**src/rtl/lite_uart_pkg.sv**
```systemverilog
package lite_uart_pkg;
  typedef enum logic [1:0] {
    RG_RXD  = 2'd0,
    RG_TXD  = 2'd1,
    RG_STAT = 2'd2,
    RG_CTRL = 2'd3
  } reg_sel_e;

  localparam int SEL_LO = 2;
  localparam int SEL_HI = 3;

  localparam int ST_RXV  = 0;
  localparam int ST_RXF  = 1;
  localparam int ST_TXE  = 2;
  localparam int ST_TXF  = 3;
  localparam int ST_PEND = 4;

  localparam int CT_TXRST = 0;
  localparam int CT_RXCLR = 1;
  localparam int CT_IEN   = 4;
endpackage

```
**src/rtl/rxq_ring.sv**
```systemverilog
module rxq_ring #(
  parameter int DEPTH  = 8,
  parameter int BYTE_W = 8,
  localparam int PTR_W = (DEPTH > 1) ? $clog2(DEPTH) : 1,
  localparam int CNT_W = $clog2(DEPTH + 1)
) (
  input  logic              clk,
  input  logic              rst_n,
  input  logic              push,
  input  logic [BYTE_W-1:0] din,
  input  logic              pop,
  input  logic              clr,
  output logic [BYTE_W-1:0] dout,
  output logic [CNT_W-1:0]  cnt,
  output logic              full,
  output logic              nonempty_nxt
);
  localparam int IW = CNT_W + 1;

  logic [BYTE_W-1:0] mem [DEPTH];
  logic [PTR_W-1:0]  wp, wp_nxt, rd_idx;
  logic [CNT_W-1:0]  cnt_nxt;
  logic [IW-1:0]     rd_sum;
  logic              pop_ok;

  // oldest slot = write position minus count, wrapped into the ring
  assign rd_sum = IW'(wp) + IW'(DEPTH) - IW'(cnt);
  assign rd_idx = (rd_sum >= IW'(DEPTH)) ? PTR_W'(rd_sum - IW'(DEPTH)) : PTR_W'(rd_sum);
  assign dout   = mem[rd_idx];
  assign full   = (cnt == CNT_W'(DEPTH));
  assign pop_ok = pop && (cnt != '0);

  always_comb begin
    cnt_nxt = cnt;
    wp_nxt  = wp;
    if (clr) begin
      cnt_nxt = '0;
      wp_nxt  = '0;
    end else begin
      if (push) wp_nxt = (wp == PTR_W'(DEPTH - 1)) ? '0 : wp + PTR_W'(1);
      if (push && !pop_ok)      cnt_nxt = cnt + CNT_W'(1);
      else if (!push && pop_ok) cnt_nxt = cnt - CNT_W'(1);
    end
  end

  assign nonempty_nxt = (cnt_nxt != '0);

  always_ff @(posedge clk) begin
    if (!rst_n) begin
      wp  <= '0;
      cnt <= '0;
      for (int i = 0; i < DEPTH; i++) mem[i] <= '0;
    end else begin
      wp  <= wp_nxt;
      cnt <= cnt_nxt;
      if (push && !clr) mem[wp] <= din;
    end
  end
endmodule

```
**src/rtl/uart_stat_ctl.sv**
```systemverilog
module uart_stat_ctl
  import lite_uart_pkg::*;
#(
  parameter int DATA_W = 32
) (
  input  logic              clk,
  input  logic              rst_n,
  input  logic              ctrl_we,
  input  logic              tx_we,
  input  logic              stat_rd,
  input  logic [DATA_W-1:0] wdata,
  input  logic              rx_nonempty_nxt,
  output logic [DATA_W-1:0] ctrl_q,
  output logic [DATA_W-1:0] tx_q,
  output logic              pend,
  output logic              irq
);
  logic pend_nxt;

  assign pend_nxt = tx_we || rx_nonempty_nxt || (pend && !stat_rd);
  assign irq      = pend && ctrl_q[CT_IEN];

  always_ff @(posedge clk) begin
    if (!rst_n) begin
      ctrl_q <= '0;
      tx_q   <= '0;
      pend   <= 1'b0;
    end else begin
      if (ctrl_we) ctrl_q <= wdata;
      if (tx_we)   tx_q   <= wdata;
      pend <= pend_nxt;
    end
  end
endmodule

```
**src/rtl/lite_uart_regs.sv**
```systemverilog
module lite_uart_regs
  import lite_uart_pkg::*;
#(
  parameter int DATA_W    = 32,
  parameter int BYTE_W    = 8,
  parameter int RXQ_DEPTH = 8,
  parameter int ADDR_W    = 4
) (
  input  logic              clk,
  input  logic              rst_n,
  input  logic              bus_req,
  input  logic              bus_we,
  input  logic [ADDR_W-1:0] bus_addr,
  input  logic [DATA_W-1:0] bus_wdata,
  output logic [DATA_W-1:0] bus_rdata,
  input  logic              rx_valid,
  input  logic [BYTE_W-1:0] rx_data,
  output logic              rx_ready,
  output logic              tx_valid,
  output logic [BYTE_W-1:0] tx_data,
  output logic              irq
);
  localparam int CNT_W = $clog2(RXQ_DEPTH + 1);

  reg_sel_e          sel;
  logic              rd_rx, wr_tx, rd_st, wr_st, wr_rx, wr_ct, rx_clr, push;
  logic [BYTE_W-1:0] q_dout;
  logic [CNT_W-1:0]  q_cnt;
  logic              q_full, q_nonempty_nxt;
  logic [DATA_W-1:0] ctrl_q, tx_q, stat_w, rd_mux;
  logic              pend;

  assign sel    = reg_sel_e'(bus_addr[SEL_HI:SEL_LO]);
  assign rd_rx  = bus_req && !bus_we && (sel == RG_RXD);
  assign rd_st  = bus_req && !bus_we && (sel == RG_STAT);
  assign wr_rx  = bus_req &&  bus_we && (sel == RG_RXD);
  assign wr_tx  = bus_req &&  bus_we && (sel == RG_TXD);
  assign wr_st  = bus_req &&  bus_we && (sel == RG_STAT);
  assign wr_ct  = bus_req &&  bus_we && (sel == RG_CTRL);
  assign rx_clr = wr_ct && bus_wdata[CT_RXCLR];

  assign rx_ready = !q_full && !rx_clr;
  assign push     = rx_valid && rx_ready;

  assign tx_valid = wr_tx;
  assign tx_data  = bus_wdata[BYTE_W-1:0];

  rxq_ring #(.DEPTH(RXQ_DEPTH), .BYTE_W(BYTE_W)) u_rxq (
    .clk(clk), .rst_n(rst_n),
    .push(push), .din(rx_data),
    .pop(rd_rx), .clr(rx_clr),
    .dout(q_dout), .cnt(q_cnt), .full(q_full),
    .nonempty_nxt(q_nonempty_nxt)
  );

  uart_stat_ctl #(.DATA_W(DATA_W)) u_sc (
    .clk(clk), .rst_n(rst_n),
    .ctrl_we(wr_ct), .tx_we(wr_tx), .stat_rd(rd_st),
    .wdata(bus_wdata), .rx_nonempty_nxt(q_nonempty_nxt),
    .ctrl_q(ctrl_q), .tx_q(tx_q), .pend(pend), .irq(irq)
  );

  always_comb begin
    stat_w          = '0;
    stat_w[ST_RXV]  = (q_cnt != '0);
    stat_w[ST_RXF]  = q_full;
    stat_w[ST_TXE]  = 1'b1;
    stat_w[ST_TXF]  = 1'b0;
    stat_w[ST_PEND] = pend;
  end

  always_comb begin
    case (sel)
      RG_RXD:  rd_mux = DATA_W'(q_dout);
      RG_TXD:  rd_mux = tx_q;
      RG_STAT: rd_mux = stat_w;
      default: rd_mux = ctrl_q;
    endcase
  end

  assign bus_rdata = (bus_req && !bus_we) ? rd_mux : '0;
endmodule

```
**config.mk**
```make
export PLATFORM = sky130hd
export DESIGN_NAME = lite_uart_regs
export DESIGN_NICKNAME = d
export VERILOG_FILES = /design/src/rtl/lite_uart_pkg.sv /design/src/rtl/rxq_ring.sv /design/src/rtl/uart_stat_ctl.sv /design/src/rtl/lite_uart_regs.sv
export SDC_FILE = /design/constraint.sdc
export NUM_CORES = 1
export LEC_CHECK = 0
export BUFFER_PORTS_ARGS = -buffer_cell sky130_fd_sc_hd__buf_4
export CAP_MARGIN = 10
export CORE_MARGIN = 3
export CORE_UTILIZATION = 55
export DETAILED_ROUTE_END_ITERATION = 10
export PLACE_DENSITY_LB_ADDON = 0.1
export SYNTH_ARGS = -nofsm -noshare
export SYNTH_HDL_FRONTEND = slang
export SYNTH_SLANG_ARGS = --single-unit
```
**constraint.sdc**
```tcl
create_clock -name clk -period 3.46 [get_ports clk]
set_input_delay 0 -clock clk [delete_from_list [all_inputs] [get_ports clk]]
set_output_delay 0 -clock clk [all_outputs]
set_load 0.1 [all_outputs]
```
==> impl_metrics.csv, run 1 <==
group,metric,value,unit
yosys,syn_nets,689,
yosys,ys_seq_area_frac,0.513,
critical_path,cp-startpoint,"u_rxq.wp[0]",
timing,relSlewSlack,0.369,
global_route,grt_overflow_total,0,
hold_path,holdCritStartpoint,"rst_n",
detailed_routing,routed_wl,15.8,mm
pwr,p_seq_frac,0.404,
cts,h-tree-depth,4,
cts,cts_tree,"yes",
timing,rsz0062_at_grt,"true",
placement,hpwl,9.95,mm
critical_path,cp-start-kind,"flip-flop",
pwr,p_int,3.30,mW
layout,n_antenna_cell,0,
timing,min_period_over_period,0.974,
layout,nets,810,
pwr,combPwrFrac,0.180,
pwr,p_leak,3.24,nW
detailed_routing,via_per_inst,5.53,
critical_path,crit_type,"reg -> out",
detailed_routing,vias,5035,
global_route,grt_max_degree,77,
layout,layout-drive-gt1-share,0.229,
yosys,synthAdderAreaFrac,0.0126,
yosys,synthMuxAreaShare,0.114,
global_route,grt_first_pass_wirelength,25.0,mm
global_route,grt_pass1_vias,5063,
floorplan,die_h,115,microns
cts,cts_max_path_buffers,2,
timing,tightest_slew,0.944,ns
placement,place_ws,0.232,ns
pwr,ir_worst_vdd,422,uV
floorplan,fp-row-count,39,
detailed_routing,drt_iter0_drc,405,
pwr,sw_frac_of_total,0.247,
timing,tns,0,ns
placement,port_buffers,89,
outcome,status,"finished, final reports clean",
yosys,synth_cell_type_count,45,
timing,hold_viol,0,
critical_path,cp_max_fo,8,
floorplan,die_x,115,microns
timing,clock_skew,0.00969,ns
yosys,synth_top_family_by_area,"simple AND/OR/NAND/NOR gates",
floorplan,initial_utilization,0.569,
cts,clkTransAtPathRegs,0.06,ns
layout,syn2layout_area_growth,28.1,%
detailed_routing,drc,0,
job,maxCapViolCount,0,
placement,place.gp.congestion,0.831,
critical_path,required,3.46,ns
critical_path,r2r_start,"u_rxq.cnt[1]",
global_route,grt_antenna_before_repair,0,
hold_path,hp-class,"in -> reg",
detailed_routing,first_pass_iters,5,
floorplan,dieArea,13300,sq um
timing,setup_viol,0,
layout,final_util,0.729,
yosys,synth_compound_area_frac,0.111,
yosys,syn_avg_cell_area,10.3,sq um
critical_path,end_kind,"output port",
yosys,synth_warnings,0,
floorplan,io_pins,92,
pwr,power_density,522,nW/um^2
detailed_routing,wl_per_cell,17.4,microns
timing,finalWorstSetupSlack,0.0887,ns
timing,slew_viol_final,0,
detailed_routing,final_antenna_net_count,0,
yosys,synth.ff_latch_count,136,
cts,cts-root-buf,"clkbuf_16",
floorplan,core,11500,sq um
yosys,yosys.area_share.simple,0.203,
critical_path,cp.arrival,3.37,ns
yosys,synth_xor_xnor_area_share,0.00687,
timing,max_freq,0.297,GHz
yosys,syn_area,6560,sq um
pwr,power_switching,1.08,mW
yosys,syn_inst,634,
timing,layout_min_cycle_time,3.37,ns
cts,cts_buffers,17,
pwr,power_frac_clock,0.415,
yosys,synth_edf_count,64,
yosys,async_reset_ff_frac,0,
cts,clock_latency,0.41,ns
yosys,ys.flop_type,"dfxtp_1",
cts,clock-sinks,136,
global_route,grt_usage,0.246,
[kinds of logic after synthesis]
family,Yosys count
adder cells (fa/ha/maj),6
buffers and inverters,55
flip-flops,136
XOR/XNOR,2
multiplexers,52
AND/OR/NAND/NOR,283
AO/OA/AOI/OAI,100
[final timing paths]
kind	end	slack (ns)	depth (start not counted)
worst max-delay path	bus_rdata[0]	0.09	9
worst min-delay path	u_rxq.wp[2]	0.06	3
worst max register to register	u_rxq.mem[0][5]	0.55	8
worst min register to register	u_sc.tx_q[19]	0.46	2
[cell type report]
cell class / instances / area, sq um
flip-flops and latches: 136 / 3370
fillers: 803 / 3120
multi-input cells: 443 / 2960
repair buffers: 150 / 1260
clock buffers: 22 / 474
well taps: 143 / 179
clock inverters: 10 / 125
inverters: 7 / 26.3
[synthesized netlist by cell type, drive strengths merged, types with 4 or more instances]
library cell,count,area share
a21boi,64,0.073
a21oi,7,0.0053
and2,72,0.069
buf,19,0.019
clkbuf,29,0.017
dfxtp,72,0.22
edfxtp,64,0.29
ha,5,0.0095
inv,7,0.0040
mux2,4,0.0069
mux2i,30,0.046
mux4,18,0.062
nand2,144,0.082
nand2b,11,0.010
nand3,5,0.0038
nor2,33,0.019
nor3,6,0.0046
o21ai,15,0.011
[critical path: stages (launching register included)]
cell and delay, ns:
dfxtp_4 0.37, inv_2 0.06, ha_1 0.14, inv_1 0.05, fa_2 0.69, mux4_2 0.55, mux2_2 0.28, mux4_2 0.47
and2_4 0.18, buf_12 0.16
[flip-flops by register name (all words and copies together), names as in the netlist]
name / count
u_rxq.mem: 64
u_rxq.cnt: 4
u_sc.tx_q: 32
u_sc.pend: 1
u_sc.ctrl_q: 32
u_rxq.wp: 3
[layout by cell type (no fill, tap or decap), types with 2 or more instances in the layout]
cell type / instances
bufinv_16: 3
clkinv_2: 4
edfxtp_1: 64
mux4_2: 18
nand2b_1: 11
clkbuf_1: 2
clkbuf_16: 17
mux2i_1: 29
mux2_2: 4
a211oi_1: 2
clkinv_1: 2
buf_4: 105
dfxtp_1: 70
xnor3_1: 2
nand4_1: 3
a21boi_0: 64
o21ai_0: 15
and2_1: 70
nor2_1: 33
o211ai_1: 2
nand3_1: 5
buf_6: 3
a21oi_2: 4
dlygate4sd3_1: 40
nor3_1: 6
inv_1: 6
buf_12: 2
a21oi_1: 3
and2_4: 2
clkbuf_8: 3
ha_1: 5
nand2_1: 144
[power groups by stage]
stage / registers [mW] / logic (mW) / clock network, mW
after floorplan: 1.79 / 0.516 / 0
final: 1.77 / 0.791 / 1.82
after CTS: 1.77 / 0.777 / 1.84
after global routing: 1.78 / 0.849 / 1.90
after detailed placement: 1.81 / 0.714 / 0
after global placement: 1.80 / 0.700 / 0
[routing by layer]
metal | up-vias | part of all wire | global-route usage
met5 | - | 0 | 0
met4 | 0 | 0.011 | 0.0790
met3 | 14 | 0.055 | 0.0568
met2 | 151 | 0.50 | 0.410
met1 | 2439 | 0.43 | 0.321
li1 | 2431 | - | -
[stage by stage]
stage	cell area [sq um]	hold WS, ns	power (mW)	cells
final	8400	0.0599	4.38	911
after detailed placement	7330	0.280	2.52	837
after CTS	8370	0.0320	4.39	911
after floorplan	6570	0.145	2.31	634
after global placement	7330	0.270	2.50	837
after global routing	8400	0.0675	4.53	911
[what timing repair did]
action,in CTS,in global routing
pin swaps,1,1
gates resized for setup,7,10
setup buffers,2,0
hold buffers,40,0
hold endpoints to repair,127,0
setup endpoints to repair,7,7
No activity file was read; power rests on OpenSTA's default activity.
==> run 2: changes to the inputs <==
--- a/config.mk
+++ b/config.mk
@@ -9,6 +9,7 @@
 export CAP_MARGIN = 10
 export CORE_MARGIN = 3
 export CORE_UTILIZATION = 55
+export CTS_BUF_LIST = sky130_fd_sc_hd__clkbuf_8 sky130_fd_sc_hd__clkbuf_16
 export DETAILED_ROUTE_END_ITERATION = 10
 export PLACE_DENSITY_LB_ADDON = 0.1
 export SYNTH_ARGS = -nofsm -noshare
==> run 2 against run 1 <==
Effect of this change: total power shrank 0.15%; critical path depth unchanged; final cell count is the same; clock power about the same; flip-flop and latch count unchanged; via count barely moved; critical endpoint unchanged.
==> impl_metrics.csv, run 2 (same netlist as run 1, synthesis figures left out) <==
group,metric,value,unit
layout,top_regs,"u_rxq.mem x64, u_sc.ctrl_q x32, u_sc.tx_q x32",
cts,clock-sinks,136,
pwr,ir_worst_vdd,420,uV
pwr,power_density,521,nW/um^2
placement,port_buffers,89,
layout,largest_reg_flops,64,
layout,layout-drive-gt1-share,0.229,
critical_path,crit_type,"reg -> out",
layout,top_register,"u_rxq.mem",
layout,final_util,0.729,
cts,h-tree-depth,4,
timing,tightest_slew,0.944,ns
placement,place.gp.congestion,0.831,
timing,setup_viol,0,
critical_path,required,3.46,ns
layout,nets,810,
timing,relSlewSlack,0.369,
timing,rsz0062_at_grt,"true",
placement,place_ws,0.232,ns
global_route,grt_max_degree,77,
cts,cts_tree,"yes",
cts,cts_buffers,17,
cts,cts-root-buf,"clkbuf_16",
critical_path,cp_max_fo,8,
critical_path,end_kind,"output port",
floorplan,fp-row-count,39,
detailed_routing,final_antenna_net_count,0,
detailed_routing,via_per_inst,5.53,
timing,min_period_over_period,0.974,
layout,mostFrequentLayoutCell,"nand2_1",
timing,finalWorstSetupSlack,0.0888,ns
floorplan,io_pins,92,
detailed_routing,routed_wl,15.8,mm
hold_path,hp-class,"in -> reg",
global_route,grt_usage,0.246,
cts,clock_latency,0.41,ns
floorplan,die_h,115,microns
timing,clock_skew,0.00969,ns
floorplan,core,11500,sq um
layout,n_antenna_cell,0,
pwr,p_leak,3.25,nW
floorplan,dieArea,13300,sq um
timing,tns,0,ns
detailed_routing,first_pass_iters,5,
floorplan,die_x,115,microns
timing,layout_min_cycle_time,3.37,ns
layout,syn2layout_area_growth,28.1,%
detailed_routing,drt_iter0_drc,403,
timing,max_freq,0.297,GHz
global_route,grt_overflow_total,0,
layout,final_cell_mix,"144 x nand2_1, 105 x buf_4, 70 x and2_1, 70 x dfxtp_1",
layout,num-fill-cells,803,
critical_path,cp.arrival,3.37,ns
cts,cts_max_path_buffers,2,
placement,hpwl,9.95,mm
global_route,grt_first_pass_wirelength,25.0,mm
global_route,grt_pass1_vias,5063,
job,maxCapViolCount,0,
cts,clkTransAtPathRegs,0.06,ns
outcome,status,"finished, final reports clean",
floorplan,initial_utilization,0.569,
detailed_routing,wl_per_cell,17.4,microns
detailed_routing,vias,5040,
critical_path,cp-start-kind,"flip-flop",
detailed_routing,drc,0,
pwr,power,4.38,mW
timing,slew_viol_final,0,
global_route,grt_antenna_before_repair,0,
timing,hold_viol,0,
[run 2: per-stage QoR]
stage / std cells / hold slack, ns / cell area (sq um)
CTS: 911 / 0.0320 / 8370
floorplan: 634 / 0.145 / 6570
global placement: 837 / 0.270 / 7330
global route: 911 / 0.0675 / 8400
finish: 911 / 0.0600 / 8400
detailed placement: 837 / 0.280 / 7330
[run 2: critical path, cell delays in order (launching register included)]
cell     delay [ns]
dfxtp_4        0.37
inv_2          0.06
ha_1           0.14
inv_1          0.05
fa_2           0.69
mux4_2         0.55
mux2_2         0.28
mux4_2         0.47
and2_4         0.18
buf_12         0.16
[run 2: final timing paths]
path | from | end | slack [ns] | cells past startpoint
max | u_rxq.wp[0] | bus_rdata[0] | 0.09 | 9
min | rst_n | u_rxq.wp[2] | 0.06 | 3
max reg2reg | u_rxq.cnt[1] | u_rxq.mem[0][5] | 0.55 | 8
min reg2reg | u_sc.tx_q[19] | u_sc.tx_q[19] | 0.46 | 2
[run 2: area by class of cell]
class | count | area [sq um] | area share
Clock buffer | 20 | 467 | 0.0556
Sequential cell | 136 | 3370 | 0.401
Multi-Input combinational cell | 443 | 2960 | 0.353
Tap cell | 143 | 179 | 0.0213
Inverter | 7 | 26.3 | 0.00313
Timing Repair Buffer | 150 | 1260 | 0.150
Clock inverter | 12 | 133 | 0.0158
[run 2: metal layers]
layer,vias to the layer above,share of wire,wire (microns),global-route usage
met5,-,0,0,0
met4,0,0.011,173,0.0790
met3,14,0.058,912,0.0568
met2,156,0.50,7900,0.410
met1,2439,0.43,6850,0.321
li1,2431,-,-,-
[run 2: where the power goes]
part	leakage [nW]	switching, mW	total [mW]	internal, mW
Sequential	1.25	0.0315	1.77	1.74
Clock	0.303	0.640	1.81	1.17
Combinational	1.70	0.412	0.791	0.379
[run 2: timing repair]
item,4_1_cts,5_1_grt
gates resized for setup,7,10
pin swaps,1,1
hold buffers,40,0
buffers inserted,2,0
gates cloned,0,0
endpoints found under the hold margin,127,0
setup endpoints to repair,7,7
